**src/rtl/xlat_pkg.sv**
```systemverilog
package xlat_pkg;

  typedef enum logic [1:0] {
    ACC_READ  = 2'b00,
    ACC_WRITE = 2'b01,
    ACC_EXEC  = 2'b10,
    ACC_RSVD  = 2'b11
  } acc_kind_e;

  localparam int PERM_W     = 3;
  localparam int PERM_RD_B  = 0;
  localparam int PERM_WR_B  = 1;
  localparam int PERM_EX_B  = 2;

  // Picks the permission bit that governs an access kind.
  function automatic logic access_allowed(input logic [PERM_W-1:0] perm,
                                          input acc_kind_e kind);
    logic ok;
    case (kind)
      ACC_READ:  ok = perm[PERM_RD_B];
      ACC_WRITE: ok = perm[PERM_WR_B];
      ACC_EXEC:  ok = perm[PERM_EX_B];
      default:   ok = 1'b0;
    endcase
    return ok;
  endfunction

endpackage

```
**src/rtl/xlat_entry_store.sv**
```systemverilog
module xlat_entry_store #(
  parameter int ENTRIES = 64,
  parameter int VPN_W   = 20,
  parameter int PPN_W   = 20,
  parameter int ASID_W  = 8,
  localparam int IDX_W  = $clog2(ENTRIES)
) (
  input  logic                                   clk,
  input  logic                                   rst_n,
  input  logic                                   wr_en,
  input  logic                                   wr_vld,
  input  logic [IDX_W-1:0]                       wr_slot,
  input  logic [VPN_W-1:0]                       wr_vpn,
  input  logic [PPN_W-1:0]                       wr_ppn,
  input  logic [ASID_W-1:0]                      wr_asid,
  input  logic [xlat_pkg::PERM_W-1:0]            wr_perm,
  input  logic                                   clr_all,
  output logic [ENTRIES-1:0]                     ent_valid,
  output logic [ENTRIES-1:0][VPN_W-1:0]          ent_vpn,
  output logic [ENTRIES-1:0][PPN_W-1:0]          ent_ppn,
  output logic [ENTRIES-1:0][ASID_W-1:0]         ent_asid,
  output logic [ENTRIES-1:0][xlat_pkg::PERM_W-1:0] ent_perm
);

  for (genvar g = 0; g < ENTRIES; g++) begin : g_slot
    logic slot_sel;
    assign slot_sel = wr_en && (wr_slot == IDX_W'(g));

    always_ff @(posedge clk) begin
      if (!rst_n) begin
        ent_valid[g] <= 1'b0;
      end else if (clr_all) begin
        ent_valid[g] <= 1'b0;
      end else if (slot_sel) begin
        ent_valid[g] <= wr_vld;
      end
    end

    always_ff @(posedge clk) begin
      if (slot_sel && !clr_all) begin
        ent_vpn[g]  <= wr_vpn;
        ent_ppn[g]  <= wr_ppn;
        ent_asid[g] <= wr_asid;
        ent_perm[g] <= wr_perm;
      end
    end
  end

endmodule

```
**src/rtl/xlat_cam_match.sv**
```systemverilog
module xlat_cam_match #(
  parameter int ENTRIES = 64,
  parameter int VPN_W   = 20,
  parameter int ASID_W  = 8,
  localparam int IDX_W  = $clog2(ENTRIES)
) (
  input  logic [VPN_W-1:0]               key_vpn,
  input  logic [ASID_W-1:0]              key_asid,
  input  logic [ENTRIES-1:0]             ent_valid,
  input  logic [ENTRIES-1:0][VPN_W-1:0]  ent_vpn,
  input  logic [ENTRIES-1:0][ASID_W-1:0] ent_asid,
  output logic [ENTRIES-1:0]             match_vec,
  output logic [ENTRIES-1:0]             grant_vec,
  output logic [IDX_W-1:0]               grant_idx,
  output logic                           any_match,
  output logic                           multi_match
);

  // Keeps only the lowest set bit.
  function automatic logic [ENTRIES-1:0] lowest_bit(input logic [ENTRIES-1:0] v);
    return v & (~v + ENTRIES'(1));
  endfunction

  // True when two or more bits are set.
  function automatic logic several_bits(input logic [ENTRIES-1:0] v);
    return (v & (v - ENTRIES'(1))) != '0;
  endfunction

  // Encodes a one-hot vector into its index.
  function automatic logic [IDX_W-1:0] onehot_index(input logic [ENTRIES-1:0] oh);
    logic [IDX_W-1:0] idx;
    idx = '0;
    for (int i = 0; i < ENTRIES; i++) begin
      if (oh[i]) idx = idx | IDX_W'(i);
    end
    return idx;
  endfunction

  for (genvar g = 0; g < ENTRIES; g++) begin : g_cmp
    assign match_vec[g] = ent_valid[g] &&
                          (ent_vpn[g] == key_vpn) &&
                          (ent_asid[g] == key_asid);
  end

  assign grant_vec   = lowest_bit(match_vec);
  assign grant_idx   = onehot_index(grant_vec);
  assign any_match   = |match_vec;
  assign multi_match = several_bits(match_vec);

endmodule

```
**src/rtl/xlat_perm_check.sv**
```systemverilog
module xlat_perm_check (
  input  logic [xlat_pkg::PERM_W-1:0] perm,
  input  logic [1:0]                  kind,
  output logic                        allowed
);

  assign allowed = xlat_pkg::access_allowed(perm, xlat_pkg::acc_kind_e'(kind));

endmodule

```
**src/rtl/xlat_cache.sv**
```systemverilog
module xlat_cache #(
  parameter int VA_W      = 32,
  parameter int PAGE_BITS = 12,
  parameter int PPN_W     = 20,
  parameter int ASID_W    = 8,
  parameter int ENTRIES   = 64,
  localparam int VPN_W    = VA_W - PAGE_BITS,
  localparam int PA_W     = PPN_W + PAGE_BITS,
  localparam int IDX_W    = $clog2(ENTRIES)
) (
  input  logic                        clk,
  input  logic                        rst_n,
  input  logic                        req_valid,
  input  logic [VA_W-1:0]             req_vaddr,
  input  logic [1:0]                  req_kind,
  input  logic [ASID_W-1:0]           req_asid,
  input  logic                        fill_en,
  input  logic                        fill_vld,
  input  logic [IDX_W-1:0]            fill_slot,
  input  logic [VPN_W-1:0]            fill_vpn,
  input  logic [PPN_W-1:0]            fill_ppn,
  input  logic [ASID_W-1:0]           fill_asid,
  input  logic [xlat_pkg::PERM_W-1:0] fill_perm,
  input  logic                        flush_all,
  output logic [PA_W-1:0]             rsp_paddr,
  output logic                        rsp_hit,
  output logic                        rsp_miss,
  output logic                        rsp_fault,
  output logic                        rsp_multi
);

  // Named internal events, visible to the bound checker.
  logic [ENTRIES-1:0]                      entry_valid_vec;
  logic [ENTRIES-1:0][VPN_W-1:0]           entry_vpn;
  logic [ENTRIES-1:0][PPN_W-1:0]           entry_ppn;
  logic [ENTRIES-1:0][ASID_W-1:0]          entry_asid;
  logic [ENTRIES-1:0][xlat_pkg::PERM_W-1:0] entry_perm;
  logic [ENTRIES-1:0]                      lookup_match_vec;
  logic [ENTRIES-1:0]                      lookup_grant_vec;
  logic [IDX_W-1:0]                        lookup_idx;
  logic                                    lookup_any;
  logic                                    lookup_multi;
  logic                                    lookup_perm_ok;
  logic [VPN_W-1:0]                        req_vpn;
  logic [PAGE_BITS-1:0]                    req_offset;
  logic [PPN_W-1:0]                        sel_ppn;
  logic [xlat_pkg::PERM_W-1:0]             sel_perm;
  logic                                    next_hit;
  logic                                    next_miss;
  logic                                    next_fault;

  // Joins a frame number with the untranslated page offset.
  function automatic logic [PA_W-1:0] form_paddr(input logic [PPN_W-1:0] ppn,
                                                 input logic [PAGE_BITS-1:0] off);
    return {ppn, off};
  endfunction

  assign req_vpn    = req_vaddr[VA_W-1:PAGE_BITS];
  assign req_offset = req_vaddr[PAGE_BITS-1:0];

  xlat_entry_store #(
    .ENTRIES (ENTRIES),
    .VPN_W   (VPN_W),
    .PPN_W   (PPN_W),
    .ASID_W  (ASID_W)
  ) u_store (
    .clk       (clk),
    .rst_n     (rst_n),
    .wr_en     (fill_en),
    .wr_vld    (fill_vld),
    .wr_slot   (fill_slot),
    .wr_vpn    (fill_vpn),
    .wr_ppn    (fill_ppn),
    .wr_asid   (fill_asid),
    .wr_perm   (fill_perm),
    .clr_all   (flush_all),
    .ent_valid (entry_valid_vec),
    .ent_vpn   (entry_vpn),
    .ent_ppn   (entry_ppn),
    .ent_asid  (entry_asid),
    .ent_perm  (entry_perm)
  );

  xlat_cam_match #(
    .ENTRIES (ENTRIES),
    .VPN_W   (VPN_W),
    .ASID_W  (ASID_W)
  ) u_match (
    .key_vpn     (req_vpn),
    .key_asid    (req_asid),
    .ent_valid   (entry_valid_vec),
    .ent_vpn     (entry_vpn),
    .ent_asid    (entry_asid),
    .match_vec   (lookup_match_vec),
    .grant_vec   (lookup_grant_vec),
    .grant_idx   (lookup_idx),
    .any_match   (lookup_any),
    .multi_match (lookup_multi)
  );

  assign sel_ppn  = entry_ppn[lookup_idx];
  assign sel_perm = entry_perm[lookup_idx];

  xlat_perm_check u_perm (
    .perm    (sel_perm),
    .kind    (req_kind),
    .allowed (lookup_perm_ok)
  );

  assign next_hit   = req_valid &&  lookup_any &&  lookup_perm_ok;
  assign next_fault = req_valid &&  lookup_any && !lookup_perm_ok;
  assign next_miss  = req_valid && !lookup_any;

  always_ff @(posedge clk) begin
    if (!rst_n) begin
      rsp_hit   <= 1'b0;
      rsp_miss  <= 1'b0;
      rsp_fault <= 1'b0;
      rsp_multi <= 1'b0;
      rsp_paddr <= '0;
    end else begin
      rsp_hit   <= next_hit;
      rsp_miss  <= next_miss;
      rsp_fault <= next_fault;
      rsp_multi <= req_valid && lookup_multi;
      rsp_paddr <= next_hit ? form_paddr(sel_ppn, req_offset) : '0;
    end
  end

endmodule

```
**config.mk**
```make
export PLATFORM = sky130hd
export DESIGN_NAME = xlat_cache
export DESIGN_NICKNAME = d
export VERILOG_FILES = /design/src/rtl/xlat_pkg.sv /design/src/rtl/xlat_entry_store.sv /design/src/rtl/xlat_cam_match.sv /design/src/rtl/xlat_perm_check.sv /design/src/rtl/xlat_cache.sv
export SDC_FILE = /design/constraint.sdc
export NUM_CORES = 2
export LEC_CHECK = 0
export BUFFER_PORTS_ARGS = -buffer_cell sky130_fd_sc_hd__buf_2
export CORE_MARGIN = 1.5
export CORE_UTILIZATION = 64
export DETAILED_ROUTE_END_ITERATION = 7
export GPL_ROUTABILITY_DRIVEN = 0
export GPL_TIMING_DRIVEN = 0
export PLACE_DENSITY = 0.81
export SYNTH_ARGS = -nofsm -noshare
export SYNTH_HDL_FRONTEND = slang
export SYNTH_HIERARCHICAL = 1
export SYNTH_SLANG_ARGS = --single-unit
```
**constraint.sdc**
```tcl
create_clock -name clk -period 15.3 [get_ports clk]
set_input_delay 1.53 -clock clk [delete_from_list [all_inputs] [get_ports clk]]
set_output_delay 1.53 -clock clk [all_outputs]
set_load 0.02 [all_outputs]
```
# After elaboration in Yosys (flattened, before gate mapping)

Index checks and enable logic that the tools add are counted.

$add $sub $neg: 2
$lt $le $gt $ge: 1
Eq/ne operators: 257
Mux-type cells: 388
Bitwise logic cells: 3
Reductions and logical operators: 269

Operator list:

| cell                  | number |
|---|---|
| $eq 20x20->1          | 64 |
| $eq 8x8->1            | 64 |
| $mux 1                | 321 |
| $logic_and 1x1->1     | 261 |
| $eq 6x6->1 const B    | 32 |
| $mux 6                | 32 |
| $ne 3x1->1 const B    | 64 |
| $and 64x64->64        | 2 |
| $bmux 20 s6           | 1 |
| $eq 6x5->1 const B    | 16 |
| $mux 5                | 16 |
| $add 64x1->64 const B | 1 |
| $not 64->64           | 1 |
| $reduce_bool 64->1    | 1 |
| $reduce_or 64->1      | 1 |
| $sub 64x1->64 const B | 1 |
| $eq 6x4->1 const B    | 8 |
| $mux 4                | 8 |
| $eq 6x3->1 const B    | 4 |
| $mux 20               | 1 |
| $bmux 3 s6            | 1 |
| $mux 3                | 5 |
| $eq 6x2->1 const B    | 2 |
| $lt 6x7->1 const B    | 1 |
| 9 further kinds       | 12 |

Flip-flop bits (word level): 3364
Bits of input ports: 105
Output and inout bits: 36
Word-level logic and storage cells: 1245

# Logic depth before layout (Yosys ltp)

Depth in word-level cells: 74
Depth in mapped cells: 36
Gate-level depth less buffers: 24

# By module

The synthesis kept the hierarchy.

By module, submodules not included:

| module           | times used | cells an instance | area each (sq um) | seq. area each (sq um) |
|---|---|---|---|---|
| xlat_entry_store | 1          | 3639              | 101202.1          | 99295.2 |
| xlat_cam_match   | 1          | 3015              | 23936.7           | 0.0 |
| xlat_cache       | 1          | 962               | 12504.5           | 720.7 |
| xlat_perm_check  | 1          | 3                 | 22.5              | 0.0 |

# Worst setup path before layout

No wires, ideal clock.

Kind: input to register
From: input req_vaddr[23]
To: register rsp_paddr[12]
Library setup time: 59 ps
Arrival: 7320 ps
Data required time: 15241 ps
Path slack: 7921 ps
Cell stages on the path: 32
Buffers on the path: 10
Path through: buf_4 buf_6 buf_6 buf_6 xnor2_1 nand4_1 nor4_1 nand4_1 nand4_2 nor4_2 buf_6 and2_4 and3_4 or4_4 nor4_2 nand4_1 clkbuf_1 and2_1 buf_2 nand2_1 clkbuf_1 o22ai_1 o41ai_1 mux2i_1 o21ai_1 and4_1 buf_2 nor2b_1 clkbuf_1 o221ai_1 a31oi_1 a22o_1

Elaborated cells between the ends (all ways): 267
Those cells by class: add/sub (1); eq/ne (64); mux (68); bitwise (2); reduce/logical (132)

RTL lines:

| element                               | RTL line             | RTL |
|---|---|---|
| start, declared                       | xlat_cache.sv:14     | `input logic [VA_W-1:0] req_vaddr,` |
| $eq 20x20->1                          | xlat_cam_match.sv:41 | `(ent_vpn[g] == key_vpn) &&` |
| $logic_and 1x1->1                     | xlat_cam_match.sv:40 | `assign match_vec[g] = ent_valid[g] &&` |
| $logic_and 1x1->1                     | xlat_cam_match.sv:41 |  |
| $not 64->64                           | xlat_cam_match.sv:21 | `return v & (~v + ENTRIES'(1));` |
| $add 64x1->64                         | xlat_cam_match.sv:21 |  |
| $and 64x64->64 (*)                    | xlat_cam_match.sv:21 |  |
| net lookup_grant_vec[30]              | xlat_cache.sv:39     | `logic [ENTRIES-1:0] lookup_grant_vec;` |
| $mux 5 (*) (2 in series)              | xlat_cam_match.sv:34 | `if (oh[i]) idx = idx \| IDX_W'(i);` |
| $mux 6 (*) (32 in series)             | xlat_cam_match.sv:34 |  |
| net lookup_idx[3]                     | xlat_cache.sv:40     | `logic [IDX_W-1:0] lookup_idx;` |
| $bmux 3 s6 (*)                        | xlat_cache.sv:102    | `assign sel_perm = entry_perm[lookup_idx];` |
| $mux 3 (implied by the code) (*)      | xlat_cache.sv:102    |  |
| net sel_perm, one bit                 | xlat_cache.sv:47     | `logic [xlat_pkg::PERM_W-1:0] sel_perm;` |
| $pmux 1 s3 (*)                        | xlat_pkg.sv:19       | `case (kind)` |
| net lookup_perm_ok                    | xlat_cache.sv:43     | `logic lookup_perm_ok;` |
| $logic_and 1x1->1 (*)                 | xlat_cache.sv:110    | `assign next_hit = req_valid && lookup_any && lookup_perm_ok;` |
| $reduce_and 2->1 (no source line) (*) | -                    |  |
| end signal, assigned                  | xlat_cache.sv:126    | `rsp_paddr <= next_hit ? form_paddr(sel_ppn, req_offset) : '0;` |
| end, declared                         | xlat_cache.sv:25     | `output logic [PA_W-1:0] rsp_paddr,` |

Mark *: on every way through the listed nets, which the timed path passes. The rest lies on a longest branch. The select of a mux whose other input is x is not followed.
A chain may end at the register's enable or synchronous reset.

# Worst setup path after layout

From: input req_vaddr[23]
To: register rsp_paddr[25]

Elaborated cells between the ends (all ways): 267
Those cells by class: add/sub (1); eq/ne (64); mux (68); bitwise (2); reduce/logical (132)

RTL lines:

| element                               | RTL line |
|---|---|
| $eq 20x20->1                          | xlat_cam_match.sv:41 |
| $logic_and 1x1->1                     | xlat_cam_match.sv:40 |
| $logic_and 1x1->1                     | xlat_cam_match.sv:41 |
| $not 64->64                           | xlat_cam_match.sv:21 |
| $add 64x1->64                         | xlat_cam_match.sv:21 |
| $and 64x64->64 (*)                    | xlat_cam_match.sv:21 |
| net lookup_grant_vec[31]              | xlat_cache.sv:39 |
| $mux 5 (*)                            | xlat_cam_match.sv:34 |
| $mux 6 (*) (32 in series)             | xlat_cam_match.sv:34 |
| net lookup_idx[2]                     | xlat_cache.sv:40 |
| $bmux 3 s6 (*)                        | xlat_cache.sv:102 |
| $mux 3 (implied by the code) (*)      | xlat_cache.sv:102 |
| net sel_perm, one bit                 | xlat_cache.sv:47 |
| $pmux 1 s3 (*)                        | xlat_pkg.sv:19 |
| net lookup_perm_ok                    | xlat_cache.sv:43 |
| $logic_and 1x1->1 (*)                 | xlat_cache.sv:110 |
| $reduce_and 2->1 (no source line) (*) | - |

Marks and branches as above.

==> results.py <==
metrics = {
    "status": {
        "status": "finished with violations",
        "failed_checks": "design-rule violations, max-capacitance violations, max-slew violations",
    },
    "floorplanning": {
        "die_y_um": 467,
        "io_pins": 141,
        "core_um2": 214000,
        "die_x_um": 467,
        "start_util_pct": 64.2,
        "dieArea_um2": 218000,
        "placementRows": 170,
    },
    "min_path": {
        "min_path_type": "reg2reg",
        "hold_path.startpoint": "u_store/ent_valid[49]$_SDFFE_PP0P_",
        "hold-path-endpoint": "u_store/ent_valid[49]$_SDFFE_PP0P_",
        "hold-path-cell-count": 2,
    },
    "power": {
        "power_mw": 19.0,
        "powerDensity_nw_per_um2": 122,
        "peakVddDrop_mv": 0.139,
        "p_leak_nw": 49.8,
    },
    "synth": {
        "synthCells": 7602,
        "yosysWarnings": 6,
        "synth_nets": 7707,
        "syn_area_um2": 138000,
        "avgSynthCellArea_um2": 18.1,
    },
    "detailed_routing": {
        "top_layer": "met5",
        "viasPerCell": 7.33,
        "routedLengthMet1_um": 136000,
        "wl_met3_um": 76800,
        "vias": 83500,
        "drc": 68,
        "met2_length_um": 205000,
        "routed_wl_um": 468000,
        "first_iter_violations": 16400,
        "postRouteAntennaNets": 0,
        "detail_route.wl_per_cell_um": 41.1,
        "first_pass_iters": 8,
    },
    "clocking": {
        "path_clk_slew_ns": 0.06,
        "clock_latency_ns": 0.99,
        "cts_tree": "done",
        "cts_resized": 0,
        "cts_buffers": 335,
        "cts.path.max_buffers": 4,
        "htreeDepth": 5,
        "postCtsSetupRepairBufs": 0,
        "cts_hold_buf": 0,
        "clock-sinks": 3364,
        "cts_root_buf": "clkbuf_16",
    },
    "sta": {
        "hold_viol_final": 0,
        "rsz0062_at_grt": "false",
        "holdWs_ns": 0.478,
        "worst_pin_slew_ns": 1.59,
        "slew_violations": 5,
        "max_freq_mhz": 67.2,
        "clock_skew_ns": 0.0709,
        "relSlewSlack_pct": -6.45,
        "period_share_pct": 97.3,
        "setup-violations-final": 0,
        "setup_tns_ns": 0,
        "period_needed_ns": 14.89,
    },
    "final_layout": {
        "multiInputGateArea_um2": 34800,
        "seqCellArea_um2": 100000,
        "mostFrequentLayoutCell": "edfxtp_1",
        "area_growth_pct": 13.8,
        "final_nets": 8385,
        "layout_common_cells": "edfxtp_1 (3264), xnor2_1 (1171), xor2_1 (610)",
        "fillCellCount": 11500,
        "drive_gt1_share_pct": 18.9,
    },
    "critical_path": {
        "reg2reg_slack_ns": 1.76,
        "slowest_delay_ns": 1.24,
        "slowest_stage": "a31oi_1",
        "cp.arrival_ns": 15.79,
        "critPathMaxFanout": 10,
        "end_kind": "register",
        "required_ns": 16.20,
        "start_kind": "primary input",
        "rr_worst_depth": 30,
        "reg2reg_to": "rsp_paddr[25]$_SDFF_PN0_",
        "r2r-start": "u_store/ent_asid[146]$_DFFE_PP_",
        "crit_top_cell": "buf_6",
        "path_class": "in2reg",
    },
    "global_routing": {
        "antenna_found_initial": 38,
        "overflow": 0,
        "grt_start_max_net_pins": 65,
        "grt.total_usage_pct": 43.0,
        "grt_pass1_wl_um": 637000,
        "grt_pass1_vias": 82200,
    },
    "flow_run": {
        "timing.max_cap.violations": 1,
    },
    "placement": {
        "dp_hpwl_um": 282000,
        "portBuffers": 115,
    },
}
per-layer routing:
metal / up-vias / track usage (%)
met4: 30 / 35.3
met1: 40900 / 51.2
li1: 30900 / -
met2: 9086 / 64.3
met3: 2637 / 14.2
met5: - / 0
flip-flops by register name, summed over array words and instances (netlist names), 32 cells and up:
| name | cells |
|---|---|
| u_store/ent_valid | 64 |
| u_store/ent_vpn | 1280 |
| u_store/ent_perm | 192 |
| u_store/ent_asid | 512 |
| rsp_paddr | 32 |
| u_store/ent_ppn | 1280 |
area by class of cell:
class	count	area share, %
flip-flops and latches	3364	63.9
plain buffers	380	1.92
clock inverters	175	0.938
repair buffers	341	2.91
inverters	62	0.149
diodes	21	0.0336
multi-input cells	3796	22.2
clock buffers	418	5.67
well taps	2838	2.27
per-stage QoR:
step,setup WS [ns],util [%],cell area [um2],instances
after floorplan,7.93,-,138000,7602
after global routing,1.28,73.1,157000,11400
after global placement,0.260,66.2,142000,10600
final,0.409,73.1,157000,11400
after detailed placement,1.31,68.2,146000,10800
after CTS,2.12,73.1,156000,11400
worst max-delay path: cells and delay by family:
family | cells | cell delay (ns)
and+or+nand+nor | 13 | 6.13
AOI/OAI and AO/OA | 8 | 3.78
muxes | 1 | 0.22
xor gates and xnor gates | 1 | 0.19
buffers and inverters | 11 | 3.83
power by group:
part           internal, mW  switching, mW  total [mW]
clock network          4.51           3.50        8.01
registers              10.1         0.0133        10.1
logic                 0.242          0.633       0.876
worst max-delay path by stage:
stage                  start                        to  slack (ns)  depth (start not counted)
5_1_grt        req_vaddr[23]  rsp_paddr[25]$_SDFF_PN0_        1.28                         35
6_report       req_vaddr[23]  rsp_paddr[25]$_SDFF_PN0_        0.41                         34
4_1_cts        req_vaddr[23]  rsp_paddr[14]$_SDFF_PN0_        2.12                         34
3_5_place_dp     req_asid[0]  rsp_paddr[25]$_SDFF_PN0_        1.31                         34
3_3_place_gp   req_vaddr[26]  rsp_paddr[25]$_SDFF_PN0_        0.26                         33
2_1_floorplan  req_vaddr[26]  rsp_paddr[12]$_SDFF_PN0_        7.93                         32
Power figures use the tool's default switching activity.
